### src/rtl/ipu_pkg.sv
package ipu_pkg;

    // Source indices; a lower index wins arbitration.
    localparam int N_SRC    = 5;
    localparam int IDX_NMI  = 0;
    localparam int IDX_EDGE = 1;
    localparam int IDX_HI   = 2;
    localparam int IDX_LO   = 3;
    localparam int IDX_EXT  = 4;

    // Mask bit positions inside the mask field.
    localparam int MASK_W   = 3;
    localparam int MB_LO    = 0;
    localparam int MB_HI    = 1;
    localparam int MB_EDGE  = 2;

    localparam logic [15:0] VEC_NMI  = 16'h0024;
    localparam logic [15:0] VEC_EDGE = 16'h003C;
    localparam logic [15:0] VEC_HI   = 16'h0034;
    localparam logic [15:0] VEC_LO   = 16'h002C;

    typedef struct packed {
        logic              edge_pend;
        logic              lvl_hi;
        logic              lvl_lo;
        logic              ien;
        logic [MASK_W-1:0] mask;
    } rdback_t;

    function automatic logic [15:0] vec_of(input int idx);
        case (idx)
            IDX_NMI:  return VEC_NMI;
            IDX_EDGE: return VEC_EDGE;
            IDX_HI:   return VEC_HI;
            IDX_LO:   return VEC_LO;
            default:  return 16'h0000;
        endcase
    endfunction

endpackage

### src/rtl/ipu_edge_capture.sv
module ipu_edge_capture (
    input  logic clk,
    input  logic rst_n,
    input  logic level_i,
    input  logic clr_i,
    output logic pend_o
);
    typedef struct packed {
        logic prev;
        logic pend;
    } cap_t;

    cap_t c_d, c_q;

    // A new rising edge wins over a clear in the same cycle.
    always_comb begin
        c_d      = c_q;
        c_d.prev = level_i;
        if (clr_i)
            c_d.pend = 1'b0;
        if (level_i && !c_q.prev)
            c_d.pend = 1'b1;
    end

    always_ff @(posedge clk) begin
        if (!rst_n) c_q <= '0;
        else        c_q <= c_d;
    end

    assign pend_o = c_q.pend;
endmodule

### src/rtl/ipu_arbiter.sv
module ipu_arbiter #(
    parameter int N = 5
) (
    input  logic [N-1:0] req_i,
    output logic [N-1:0] grant_o,
    output logic         any_o
);
    for (genvar i = 0; i < N; i++) begin : g_pri
        if (i == 0) begin : g_top
            assign grant_o[i] = req_i[i];
        end else begin : g_rest
            assign grant_o[i] = req_i[i] & ~(|req_i[i-1:0]);
        end
    end

    assign any_o = |req_i;
endmodule

### src/rtl/ipu_vector_map.sv
module ipu_vector_map
    import ipu_pkg::*;
#(
    parameter int ADDR_W = 16
) (
    input  logic [N_SRC-1:0]  grant_i,
    output logic [ADDR_W-1:0] addr_o
);
    logic [ADDR_W-1:0] part [N_SRC];

    for (genvar i = 0; i < N_SRC; i++) begin : g_map
        localparam logic [15:0] VEC = vec_of(i);
        assign part[i] = grant_i[i] ? ADDR_W'(VEC) : '0;
    end

    always_comb begin
        addr_o = '0;
        for (int k = 0; k < N_SRC; k++)
            addr_o = addr_o | part[k];
    end
endmodule

### src/rtl/ipu_top.sv
module ipu_top
    import ipu_pkg::*;
#(
    parameter int ADDR_W = 16
) (
    input  logic                  clk,
    input  logic                  rst_n,
    input  logic                  sample_i,
    input  logic                  req_nmi_i,
    input  logic                  req_edge_i,
    input  logic                  req_lvl_hi_i,
    input  logic                  req_lvl_lo_i,
    input  logic                  req_ext_i,
    input  logic                  cmd_en_i,
    input  logic                  cmd_dis_i,
    input  logic                  cmd_setmask_i,
    input  logic [MASK_W-1:0]     mask_wdata_i,
    input  logic                  edge_flush_i,
    input  logic                  cmd_rd_i,
    output logic                  vec_valid_o,
    output logic [ADDR_W-1:0]     vec_addr_o,
    output logic                  ack_o,
    output logic                  rd_valid_o,
    output logic [$bits(rdback_t)-1:0] rd_data_o
);
    localparam int RD_W = $bits(rdback_t);

    typedef struct packed {
        logic              ien;
        logic [MASK_W-1:0] mask;
        logic              vec_valid;
        logic [ADDR_W-1:0] vec_addr;
        logic              ack;
        logic              rd_valid;
        logic [RD_W-1:0]   rd_data;
    } state_t;

    state_t s_d, s_q;

    logic             nmi_seen, edge_pend;
    logic             nmi_take, edge_clr, maskable_take, any_grant;
    logic [N_SRC-1:0] cand, grant;
    logic [ADDR_W-1:0] map_addr;
    logic             ien_now;
    rdback_t          rd_now;

    ipu_edge_capture u_nmi_cap (
        .clk     (clk),
        .rst_n   (rst_n),
        .level_i (req_nmi_i),
        .clr_i   (nmi_take),
        .pend_o  (nmi_seen)
    );

    ipu_edge_capture u_edge_cap (
        .clk     (clk),
        .rst_n   (rst_n),
        .level_i (req_edge_i),
        .clr_i   (edge_clr),
        .pend_o  (edge_pend)
    );

    always_comb begin
        cand           = '0;
        cand[IDX_NMI]  = sample_i & req_nmi_i & nmi_seen;
        cand[IDX_EDGE] = sample_i & s_q.ien & edge_pend    & ~s_q.mask[MB_EDGE];
        cand[IDX_HI]   = sample_i & s_q.ien & req_lvl_hi_i & ~s_q.mask[MB_HI];
        cand[IDX_LO]   = sample_i & s_q.ien & req_lvl_lo_i & ~s_q.mask[MB_LO];
        cand[IDX_EXT]  = sample_i & s_q.ien & req_ext_i;
    end

    ipu_arbiter #(.N(N_SRC)) u_arb (
        .req_i   (cand),
        .grant_o (grant),
        .any_o   (any_grant)
    );

    ipu_vector_map #(.ADDR_W(ADDR_W)) u_map (
        .grant_i (grant),
        .addr_o  (map_addr)
    );

    assign nmi_take      = grant[IDX_NMI];
    assign maskable_take = |grant[N_SRC-1:1];
    assign edge_clr      = grant[IDX_EDGE] | (cmd_setmask_i & edge_flush_i);

    always_comb begin
        rd_now.edge_pend = edge_pend;
        rd_now.lvl_hi    = req_lvl_hi_i;
        rd_now.lvl_lo    = req_lvl_lo_i;
        rd_now.ien       = s_q.ien;
        rd_now.mask      = s_q.mask;
    end

    always_comb begin
        s_d           = s_q;
        s_d.vec_valid = any_grant & ~grant[IDX_EXT];
        s_d.vec_addr  = map_addr;
        s_d.ack       = grant[IDX_EXT];
        if (maskable_take) s_d.ien = 1'b0;
        if (cmd_dis_i)     s_d.ien = 1'b0;
        if (cmd_en_i)      s_d.ien = 1'b1;
        if (cmd_setmask_i) s_d.mask = mask_wdata_i;
        s_d.rd_valid  = cmd_rd_i;
        if (cmd_rd_i)      s_d.rd_data = rd_now;
    end

    always_ff @(posedge clk) begin
        if (!rst_n) begin
            s_q      <= '0;
            s_q.mask <= '1;
        end else begin
            s_q <= s_d;
        end
    end

    assign ien_now     = s_q.ien;
    assign vec_valid_o = s_q.vec_valid;
    assign vec_addr_o  = s_q.vec_addr;
    assign ack_o       = s_q.ack;
    assign rd_valid_o  = s_q.rd_valid;
    assign rd_data_o   = s_q.rd_data;
endmodule

### config.mk
export PLATFORM = sky130hd
export DESIGN_NAME = ipu_top
export DESIGN_NICKNAME = d
export VERILOG_FILES = /design/src/rtl/ipu_pkg.sv /design/src/rtl/ipu_edge_capture.sv /design/src/rtl/ipu_arbiter.sv /design/src/rtl/ipu_vector_map.sv /design/src/rtl/ipu_top.sv
export SDC_FILE = /design/constraint.sdc
export NUM_CORES = 1
export LEC_CHECK = 0
export ABC_AREA = 0
export BUFFER_PORTS_ARGS = -buffer_cell sky130_fd_sc_hd__buf_4
export CAP_MARGIN = 0
export CORE_MARGIN = 4
export CORE_UTILIZATION = 45
export CTS_CLUSTER_DIAMETER = 100
export DETAILED_ROUTE_END_ITERATION = 8
export PLACE_DENSITY = 0.85
export SLEW_MARGIN = 20
export SYNTH_ARGS = -nofsm -noshare
export SYNTH_HDL_FRONTEND = slang
export SYNTH_SLANG_ARGS = --single-unit
### constraint.sdc
create_clock -name clk -period 1.1 [get_ports clk]
set_input_delay 0.11 -clock clk [delete_from_list [all_inputs] [get_ports clk]]
set_output_delay 0.11 -clock clk [all_outputs]
set_load 0.005 [all_outputs]
---- Word-level counts from Yosys, hierarchy flattened ----
Cells that the tools add are included.
word-level totals
  bits in registers ....................... 34
  input port bits ......................... 16
  output and inout port bits .............. 26
  word-level logic and storage cells ...... 62
cells by class
  mux-type cells .......................... 11
  bitwise logic cells ..................... 28
  reduce and logical (&&, ||, !) cells .... 12
operators by type and width
  operator             count
  $or A16 B16 Y16      3
  $mux W6              4
  $and A1 B1 Y1        16
  $not A1 Y1           8
  $reduce_or A4 Y1     2
  $mux W1              7
  $reduce_or A5 Y1     1
  $reduce_bool A2 Y1   2
  $reduce_bool A3 Y1   1
  $reduce_or A3 Y1     1
  $logic_and A1 B1 Y1  2
  $logic_not A1 Y1     2
  $reduce_or A2 Y1     1
  $or A1 B1 Y1         1

---- Longest topological paths before layout ----
Gate-level depths: netlist of run 1.
  word-level depth ........................ 10
  depth in mapped cells ................... 3

---- Cells and area by module ----
Synthesis of run 1 repeated with hierarchy kept, for this count alone.
unflattened totals
  cells, all modules ...................... 119
  area total of the unflattened synthesis .. 1298.7 µm²
modules (own cells, without submodules)
  module            instances  cells an instance  area an instance (µm²)
  ipu_top           1          83                 982.2
  ipu_edge_capture  2          6                  70.1
  ipu_vector_map    1          17                 121.4
  ipu_arbiter       1          7                  55.1

---- Worst setup path after synthesis of run 1 ----
No wires, ideal clock.
  kind .................................... flip-flop to flip-flop
  start ................................... register u_edge_cap.c_q (netlist bit u_edge_cap.pend_o)
  end ..................................... register s_q (netlist bit ien_now)
  setup time .............................. 122 ps
  data arrival time ....................... 840 ps
  setup slack ............................. 139 ps
  stages on the path, launching flop included .. 4
  period minus slack after synthesis ...... 961 ps
  path through ............................ dfxtp_1 -> nor2b_4 -> nor4_1 -> o311a_1
on the way
  word-level cells in the longest chain between the ends .. 7
  elaborated cells between the ends (all ways) .. 14
  those cells by class .................... bitwise (9); reduce/logical (5)
ends and longest elaborated chain
  element                                         RTL line                RTL
  start: declaration                              ipu_edge_capture.sv:13  cap_t c_d, c_q;
  start signal: assignment                        ipu_edge_capture.sv:26  if (!rst_n) c_q <= '0;
  start signal: assignment                        ipu_edge_capture.sv:27  else c_q <= c_d;
  $and A1 B1 Y1 * (2 in a row)                    ipu_top.sv:66           cand[IDX_EDGE] = sample_i & s_q.ien & edge_pend & ~s_q.mask[MB_EDGE];
  $reduce_or A4 Y1, or another cell as far along  ipu_arbiter.sv:12       assign grant_o[i] = req_i[i] & ~(|req_i[i-1:0]);
  $not A1 Y1                                      ipu_arbiter.sv:12
  $and A1 B1 Y1                                   ipu_arbiter.sv:12
  $reduce_or A4 Y1 *                              ipu_top.sv:84           assign maskable_take = |grant[N_SRC-1:1];
  $reduce_bool A3 Y1 (no line) *                  --
  end: declaration                                ipu_top.sv:38           state_t s_d, s_q;
Every way passes the cells marked *; elsewhere a longest branch is shown, timed or not.
A chain may end at the register's enable or synchronous reset.

---- Worst setup path after layout of run 1 ----
Ends and elaborated chain as after synthesis.

==> results.sh, run 1 <==
export IMPL_setup_slack_ps=68.0
export IMPL_clk_pin_slew_worst_paths_ps=110
export IMPL_startpoint_type="register"
export IMPL_synth_top_area_share=0.457
export IMPL_clockBufferDepth=2
export IMPL_pre_cts_ws_ps=85.4
export IMPL_critical_path_class="register to register"
export IMPL_ys_ff_latch=21
export IMPL_setup_violations=0
export IMPL_postRouteAntennaNets=0
export IMPL_grt_setup_unrepaired="false"
export IMPL_max_freq_mhz=969
export IMPL_drive_above_1_share=0.306
export IMPL_numPortBuffers=29
export IMPL_cts_root_buf="clkbuf_4"
export IMPL_dpl_cell_area_um2=1100
export IMPL_grt_pass1_vias=629
export IMPL_initialDrtViolationCount=3
export IMPL_tritoncts="yes"
export IMPL_clock_skew_ps=7.21
export IMPL_grt_overflow_total=0
export IMPL_drv_cap=0
export IMPL_vias=684
export IMPL_fin_setup_tns_ps=0
export IMPL_final_common_cell="buf_4"
export IMPL_antenna_found_initial=0
export IMPL_nets=138
export IMPL_leakagePower_nw=0.539
export IMPL_avgViaCountPerCell=4.62
export IMPL_numCtsBuffers=3
export IMPL_holdCritPathClass="primary input to register"
export IMPL_yosysTopAreaCell="dfxtp_1"
export IMPL_drcViolationCount=0
export IMPL_dr_pass1_iters=4
export IMPL_routabilityCongestion=0.872
export IMPL_syn_area_per_cell_um2=9.90
export IMPL_ys_types=23
export IMPL_timing_final_crit_share=0.938
export IMPL_syn_inst=93
export IMPL_cp_end_kind="register"
export IMPL_ios=42
export IMPL_syn_area_um2=921
export IMPL_die_y_um=53.2
export IMPL_final_max_slew_viol_count=0
export IMPL_arrival_ps=1240
export IMPL_wl_per_cell_um=10.9
export IMPL_period_minus_slack_ps=1030
export IMPL_worstPathMaxFanout=4
export IMPL_hold_violations=0
export IMPL_grt_max_degree=21
export IMPL_ir_worst_vdd_v=0.000584
export IMPL_hpwl_um=1260
export IMPL_grt_use_total=0.120
export IMPL_mostFrequentLayoutCells="buf_4 (29), dfxtp_1 (21), conb_1 (12), mux2i_1 (10)"
export IMPL_ys_seq_area_frac=0.457
export IMPL_stdcell_area_um2=1130
export IMPL_cts_resized=0
export IMPL_diodes=0
export IMPL_hold_buffers=0
export IMPL_dieArea_um2=2830
export IMPL_fillerInstances=172
export IMPL_total_power_mw=1.40
export IMPL_clk_latency_ps=300
export IMPL_grt_pass1_wl_um=2500
export IMPL_power_density_nw_per_um2=1240
export IMPL_cts_setup_buffers=0
export IMPL_clock_sinks=21
export IMPL_wl_um=1620
export IMPL_area_delta_synth_final_pct=22.7
export IMPL_netlist_top_cells_area="dfxtp_1 (46%), mux2i_1 (11%), buf_4 (11%)"
export IMPL_fp_dieW_um=53.2
export IMPL_rows=16
export IMPL_htreeDepth=1
export IMPL_ys_warn_count=0
export IMPL_outcome="complete, no violations"
export IMPL_initial_core_util=0.469
export IMPL_fp_coreArea_um2=1960
export IMPL_crit_required_ps=1310
==> stage by stage <==
step | util | instances | hold WS [ps]
global placement | 0.562 | 144 | 314
floorplan | - | 104 | 223
finish | 0.576 | 148 | 7.18
CTS | 0.576 | 148 | 6.73
detailed placement | 0.562 | 144 | 321
global route | 0.576 | 148 | 19.3
==> kinds of logic (layout without fill, tap and decap cells) <==
group,count (synthesis),after routing,synth area share
compound gates,9,9,0.0679
mux,10,10,0.109
other cells,1,12,0.00407
flops,21,21,0.457
buf+inv,18,35,0.129
simple gates,34,34,0.234
==> report_power, final <==
group          internal, mW  leakage [nW]  total (mW)  switching [mW]
clock                 0.136        0.0177       0.359           0.223
combinational         0.119         0.348       0.211          0.0913
sequential            0.802         0.173       0.831          0.0288
total                  1.06         0.539        1.40           0.343
==> flip-flops by register name (all words and copies together), names as in the netlist <==
signal             cells
rd_data_o              7
u_nmi_cap.pend_o       1
rd_now                 3
vec_valid_o            1
u_nmi_cap.c_q          1
u_edge_cap.c_q         1
u_edge_cap.pend_o      1
ien_now                1
ack_o                  1
rd_valid_o             1
vec_addr_o             3
==> per-layer routing <==
metal / vias to the layer above / track usage / wire length, µm
li1: 346 / - / -
met1: 307 / 0.131 / 656
met2: 29 / 0.208 / 795
met3: 2 / 0.0310 / 156
met4: 0 / 0.0638 / 10
met5: - / 0 / 0
==> cell usage after synthesis, drive strengths merged <==
cell and number:
clkbuf 1, a21oi 3, mux2i 10, buf 15
o22ai 3, and2 2, nor2b 12, o311a 1
dfxtp 21, conb 1, nor2 3, nor3 1
o2111a 1, nand3 3, nor4 1, inv 2
nor3b 1, a21o 1, nand4 1, nand2 9
nand4b 1
==> worst paths after layout <==
check | startpoint | to | slack [ps] | cells after the start
max | u_edge_cap.pend_o | ien_now | 70 | 3
min | req_edge_i | u_edge_cap.c_q[1] | 7 | 3
max reg2reg | u_edge_cap.pend_o | ien_now | 70 | 3
min reg2reg | u_edge_cap.c_q[1] | u_edge_cap.pend_o | 400 | 1
==> layout make-up <==
cell class / instances / area [µm²] / share of cell area
repair buffers: 29 / 218 / 0.193
flip-flops and latches: 21 / 420 / 0.372
inverters: 2 / 7.51 / 0.00664
clock buffers: 3 / 22.5 / 0.0199
well taps: 27 / 33.8 / 0.0299
clock inverters: 1 / 5.00 / 0.00443
multi-input cells: 65 / 423 / 0.374
==> critical path, cell delays in order, from the launching register on <==
cell     delay, ps
dfxtp_1        370
nor2b_4        210
nor4_1          80
o311a_1        280
Power figures use the tool's default switching activity.
==> run 2: changes to the inputs <==
--- a/config.mk
+++ b/config.mk
@@ -6,7 +6,7 @@
 export NUM_CORES = 1
 export LEC_CHECK = 0
 export ABC_AREA = 0
-export BUFFER_PORTS_ARGS = -buffer_cell sky130_fd_sc_hd__buf_4
+export BUFFER_PORTS_ARGS = -buffer_cell sky130_fd_sc_hd__buf_2
 export CAP_MARGIN = 0
 export CORE_MARGIN = 4
 export CORE_UTILIZATION = 45
==> run 2 against run 1 <==
Effect of this change: largest cell class unchanged; die area unchanged; count of clock-buffer cells in the layout grew 1; setup slack better by 2.3 ps; cell count did not move; clock power grew 2%; combinational power is 11% lower; clock skew decreased by 2.4 ps; sequential power is essentially flat; maximum frequency rose by 0.22%; non-clock buffer count is the same; register-to-register slack is essentially flat.
==> results.sh, run 2 (synthesized netlist as in run 1, its figures left out) <==
export IMPL_outcome="complete, no violations"
export IMPL_die_y_um=53.2
export IMPL_fin_util=0.543
export IMPL_fp_coreArea_um2=1960
export IMPL_area_delta_synth_final_pct=15.6
export IMPL_ir_worst_vdd_v=0.000552
export IMPL_startpoint_type="register"
export IMPL_max_freq_mhz=971
export IMPL_arrival_ps=1230
export IMPL_grt_pass1_vias=627
export IMPL_pre_cts_ws_ps=63.1
export IMPL_crit_buf_inv=0
export IMPL_cp_cell_sequence="nor2b_4, nor4_2, o311a_1"
export IMPL_worst_path_largest_cell_delay_ps=380
export IMPL_drcViolationCount=0
export IMPL_setup_violations=0
export IMPL_combPwrFrac=0.135
export IMPL_clk_latency_ps=300
export IMPL_clk_pin_slew_worst_paths_ps=110
export IMPL_crit_cells=3
export IMPL_fin_setup_tns_ps=0
export IMPL_timing_final_crit_share=0.936
export IMPL_setup_slack_ps=70.3
export IMPL_dp_cells=144
export IMPL_grt_setup_unrepaired="false"
export IMPL_dpl_cell_area_um2=1030
export IMPL_dr_pass1_iters=3
export IMPL_grt_overflow_total=0
export IMPL_p_int_mw=1.04
export IMPL_period_minus_slack_ps=1030
export IMPL_grt_use_total=0.128
export IMPL_leakagePower_nw=0.523
export IMPL_hpwl_um=1310
export IMPL_critical_path_class="register to register"
export IMPL_initial_core_util=0.469
export IMPL_pwr_share_clk=0.264
export IMPL_routabilityCongestion=0.823
export IMPL_p_switching_uw=345
export IMPL_fillerInstances=190
export IMPL_vias=701
export IMPL_largest_register_ffs=7
export IMPL_final_max_slew_viol_count=0
export IMPL_initialDrtViolationCount=3
export IMPL_dieArea_um2=2830
export IMPL_numPortBuffers=29
export IMPL_crit_family="flip-flops"
export IMPL_power_density_nw_per_um2=1300
export IMPL_r2r_cells=3
export IMPL_rows=16
export IMPL_holdCritPathClass="primary input to register"
export IMPL_hold_violations=0
export IMPL_avgViaCountPerCell=4.74
export IMPL_final_cells=148
export IMPL_fp_dieW_um=53.2
export IMPL_clockBufferDepth=2
export IMPL_power_frac_seq=0.601
export IMPL_nets=138
export IMPL_cts_root_buf="clkbuf_4"
export IMPL_cp_end_kind="register"
export IMPL_ios=42
export IMPL_diodes=0
export IMPL_numCtsBuffers=3
export IMPL_postRouteAntennaNets=0
export IMPL_antenna_found_initial=0
export IMPL_wl_per_cell_um=11.2
export IMPL_tritoncts="yes"
export IMPL_stdcell_area_um2=1060
export IMPL_drv_cap=0
export IMPL_rrSetupSlack_ps=70
export IMPL_swShare=0.249
export IMPL_grt_max_degree=21
export IMPL_wl_um=1660
export IMPL_grt_pass1_wl_um=2630
export IMPL_drive_above_1_share=0.322
export IMPL_crit_required_ps=1300
export IMPL_cpMaxStageDelayCell="dfxtp_1"
export IMPL_worstPathMaxFanout=4
export IMPL_clock_skew_ps=4.80
export IMPL_htreeDepth=1
export IMPL_mostFrequentLayoutCells="buf_2 (29), dfxtp_1 (19), conb_1 (12), mux2i_1 (10)"
export IMPL_whs_ps=13.8
export IMPL_worst_hold_path_num_cells=3
export IMPL_clock_sinks=21
export IMPL_total_power_mw=1.38
export IMPL_final_common_cell="buf_2"
## run 2: cell types whose count changed in the layout (fill, tap and decap cells not counted)
cell,before,now
clkinv_2,1,0
clkbuf_1,0,1
buf_2,0,29
nor4_2,0,1
buf_4,29,0
nor4_1,1,0
dfxtp_2,0,2
dfxtp_1,21,19
## run 2: worst paths after layout
check / end / from
setup / recovery: ien_now / rd_now[2]
hold / removal: u_edge_cap.c_q[1] / req_edge_i
setup reg to reg: ien_now / rd_now[2]
hold reg to reg: u_edge_cap.pend_o / u_edge_cap.c_q[1]
## run 2: routing by layer
| metal | share of wire | routed length (µm) | global-route usage | vias up |
|---|---|---|---|---|
| met1 | 0.43 | 715 | 0.144 | 320 |
| met4 | 0.021 | 35 | 0.0766 | 0 |
| met2 | 0.46 | 766 | 0.224 | 28 |
| met5 | 0 | 0 | 0 | - |
| li1 | - | - | - | 348 |
| met3 | 0.084 | 139 | 0.0197 | 5 |
## run 2: final cells by class
| type | instances | area [µm²] | share of cell area |
|---|---|---|---|
| Inverter | 2 | 7.51 | 0.00705 |
| Clock buffer | 4 | 26.3 | 0.0247 |
| Sequential cell | 21 | 423 | 0.397 |
| Timing Repair Buffer | 29 | 145 | 0.136 |
| Multi-Input combinational cell | 65 | 429 | 0.403 |
| Tap cell | 27 | 33.8 | 0.0317 |
## run 2: repair_timing
| action | 4_1_cts | 5_1_grt |
|---|---|---|
| resized for setup | 0 | 3 |
| buffers inserted | 0 | 0 |
| hold buffers | 0 | 0 |
| setup endpoints to repair | 0 | 2 |
## run 2: worst register-to-register path: stages (launching register included)
cell     delay, ps
dfxtp_1        380
nor2b_4        190
nor4_2          70
o311a_1        290
## run 2: power groups by stage
stage	Clock, mW	Sequential [mW]	Combinational [mW]
3_5_place_dp	0	0.848	0.184
3_3_place_gp	0	0.845	0.179
2_1_floorplan	0	0.846	0.143
6_report	0.365	0.832	0.187
4_1_cts	0.361	0.830	0.186
5_1_grt	0.387	0.837	0.213
==> run 3: changes to the inputs <==
--- a/config.mk
+++ b/config.mk
@@ -8,11 +8,14 @@
 export ABC_AREA = 0
 export BUFFER_PORTS_ARGS = -buffer_cell sky130_fd_sc_hd__buf_2
 export CAP_MARGIN = 0
+export CELL_PAD_IN_SITES_DETAIL_PLACEMENT = 0
+export CELL_PAD_IN_SITES_GLOBAL_PLACEMENT = 1
+export CORE_ASPECT_RATIO = 1.75
 export CORE_MARGIN = 4
-export CORE_UTILIZATION = 45
+export CORE_UTILIZATION = 33
 export CTS_CLUSTER_DIAMETER = 100
 export DETAILED_ROUTE_END_ITERATION = 8
-export PLACE_DENSITY = 0.85
+export PLACE_DENSITY = 0.81
 export SLEW_MARGIN = 20
 export SYNTH_ARGS = -nofsm -noshare
 export SYNTH_HDL_FRONTEND = slang
==> run 3 against run 2 <==
Effect of this change: global-route usage fell by 2.4 points; non-clock buffer count is 2 higher; maximum frequency grew 1.5%; first-iteration DRC count rose by 67%; combinational power up 3%; setup slack improved by 15 ps; clock power increased by 35%; die area up 32%.
==> results.sh, run 3 (synthesized netlist as in run 1, its figures left out) <==
export IMPL_cts_resized=0
export IMPL_crit_required_ps=1250
export IMPL_cts_setup_buffers=0
export IMPL_clk_latency_ps=260
export IMPL_initial_core_util=0.342
export IMPL_fp_coreArea_um2=2690
export IMPL_grt_setup_unrepaired="false"
export IMPL_rows=25
export IMPL_nets=140
export IMPL_largest_register_ffs=7
export IMPL_hold_buffers=0
export IMPL_clk_pin_slew_worst_paths_ps=70
export IMPL_setup_violations=0
export IMPL_setup_slack_ps=85.7
export IMPL_grt_use_total=0.105
export IMPL_final_common_cell="buf_2"
export IMPL_fin_setup_tns_ps=0
export IMPL_ios=42
export IMPL_worstPathMaxFanout=4
export IMPL_cts_root_buf="clkbuf_8"
export IMPL_routabilityCongestion=0.701
export IMPL_mostFrequentLayoutCells="buf_2 (29), dfxtp_1 (21), conb_1 (12), mux2i_1 (10)"
export IMPL_clock_sinks=21
export IMPL_drv_cap=0
export IMPL_wl_per_cell_um=12.1
export IMPL_hpwl_um=1450
export IMPL_initialDrtViolationCount=5
export IMPL_fillerInstances=284
export IMPL_clockBufferDepth=2
export IMPL_grt_pass1_vias=689
export IMPL_die_y_um=77.9
export IMPL_leakagePower_nw=0.539
export IMPL_cp_cell_sequence="nor2b_4, nor4_1, o311a_1"
export IMPL_avgViaCountPerCell=4.67
export IMPL_outcome="complete, no violations"
export IMPL_wl_um=1810
export IMPL_numCtsBuffers=3
export IMPL_multiInputGateArea_um2=423
export IMPL_ir_worst_vdd_v=0.000639
export IMPL_worst_path_largest_cell_delay_ps=350
export IMPL_cpMaxStageDelayCell="dfxtp_1"
export IMPL_final_max_slew_viol_count=0
export IMPL_holdCritPathClass="primary input to register"
export IMPL_timing_final_crit_share=0.922
export IMPL_vias=700
export IMPL_period_minus_slack_ps=1010
export IMPL_max_freq_mhz=986
export IMPL_grt_max_degree=21
export IMPL_htreeDepth=1
export IMPL_final_cells=150
export IMPL_critical_path_class="register to register"
export IMPL_fin_util=0.405
export IMPL_tritoncts="yes"
export IMPL_area_delta_synth_final_pct=18.3
export IMPL_dp_cells=146
export IMPL_diodes=0
export IMPL_drcViolationCount=0
export IMPL_drive_above_1_share=0.309
export IMPL_seqCellArea_um2=420
export IMPL_postRouteAntennaNets=0
export IMPL_numPortBuffers=29
export IMPL_antenna_found_initial=0
export IMPL_grt_overflow_total=0
export IMPL_dr_pass1_iters=3
export IMPL_power_density_nw_per_um2=1390
export IMPL_hold_violations=0
export IMPL_dieArea_um2=3730
export IMPL_startpoint_type="register"
export IMPL_grt_pass1_wl_um=2810
export IMPL_fp_dieW_um=47.9
export IMPL_cp_end_kind="register"
export IMPL_arrival_ps=1160
export IMPL_clock_skew_ps=4.98
export IMPL_pre_cts_ws_ps=85.5
-- run 3: cell count changes in the layout (fill, tap and decap cells not counted), sizes merged --
| cell | previous run | this run |
|---|---|---|
| buf | 29 | 31 |
-- run 3: final cells by class --
type / instances / area share
Sequential cell: 21 / 0.386
Tap cell: 27 / 0.0310
Timing Repair Buffer: 31 / 0.147
Multi-Input combinational cell: 65 / 0.388
Inverter: 2 / 0.00689
Clock buffer: 4 / 0.0413
-- run 3: layer usage --
| layer | up-vias | track usage | wire (µm) |
|---|---|---|---|
| met4 | 0 | 0.0889 | 63 |
| met5 | - | 0 | 0 |
| li1 | 346 | - | - |
| met3 | 5 | 0.00696 | 94 |
| met2 | 21 | 0.186 | 1060 |
| met1 | 328 | 0.0942 | 590 |
-- run 3: path summary, 6_finish.rpt --
check / startpoint / to / slack [ps] / cells after the start
max: u_edge_cap.pend_o / ien_now / 90 / 3
max reg2reg: u_edge_cap.pend_o / ien_now / 90 / 3
min reg2reg: u_edge_cap.c_q[1] / u_edge_cap.pend_o / 410 / 1
min: req_edge_i / u_edge_cap.c_q[1] / 50 / 3
-- run 3: critical path: cells and delay by family, from the launching register on --
kind               cells  cell delay [ps]
AOI/OAI and AO/OA      1              280
DFF                    1              350
and+or+nand+nor        2              290
-- run 3: stage by stage --
stage,cell area [µm²],hold WS [ps],power (mW)
final,1090,54.9,1.51
after global routing,1090,71.6,1.58
after CTS,1090,52.7,1.53
after detailed placement,1040,320,1.04
after global placement,1040,317,1.04
after floorplan,962,223,0.989
-- run 3: power by group --
part           switching, mW  internal, mW
Sequential            0.0271         0.802
Combinational         0.0953        0.0974
Clock                  0.234         0.258
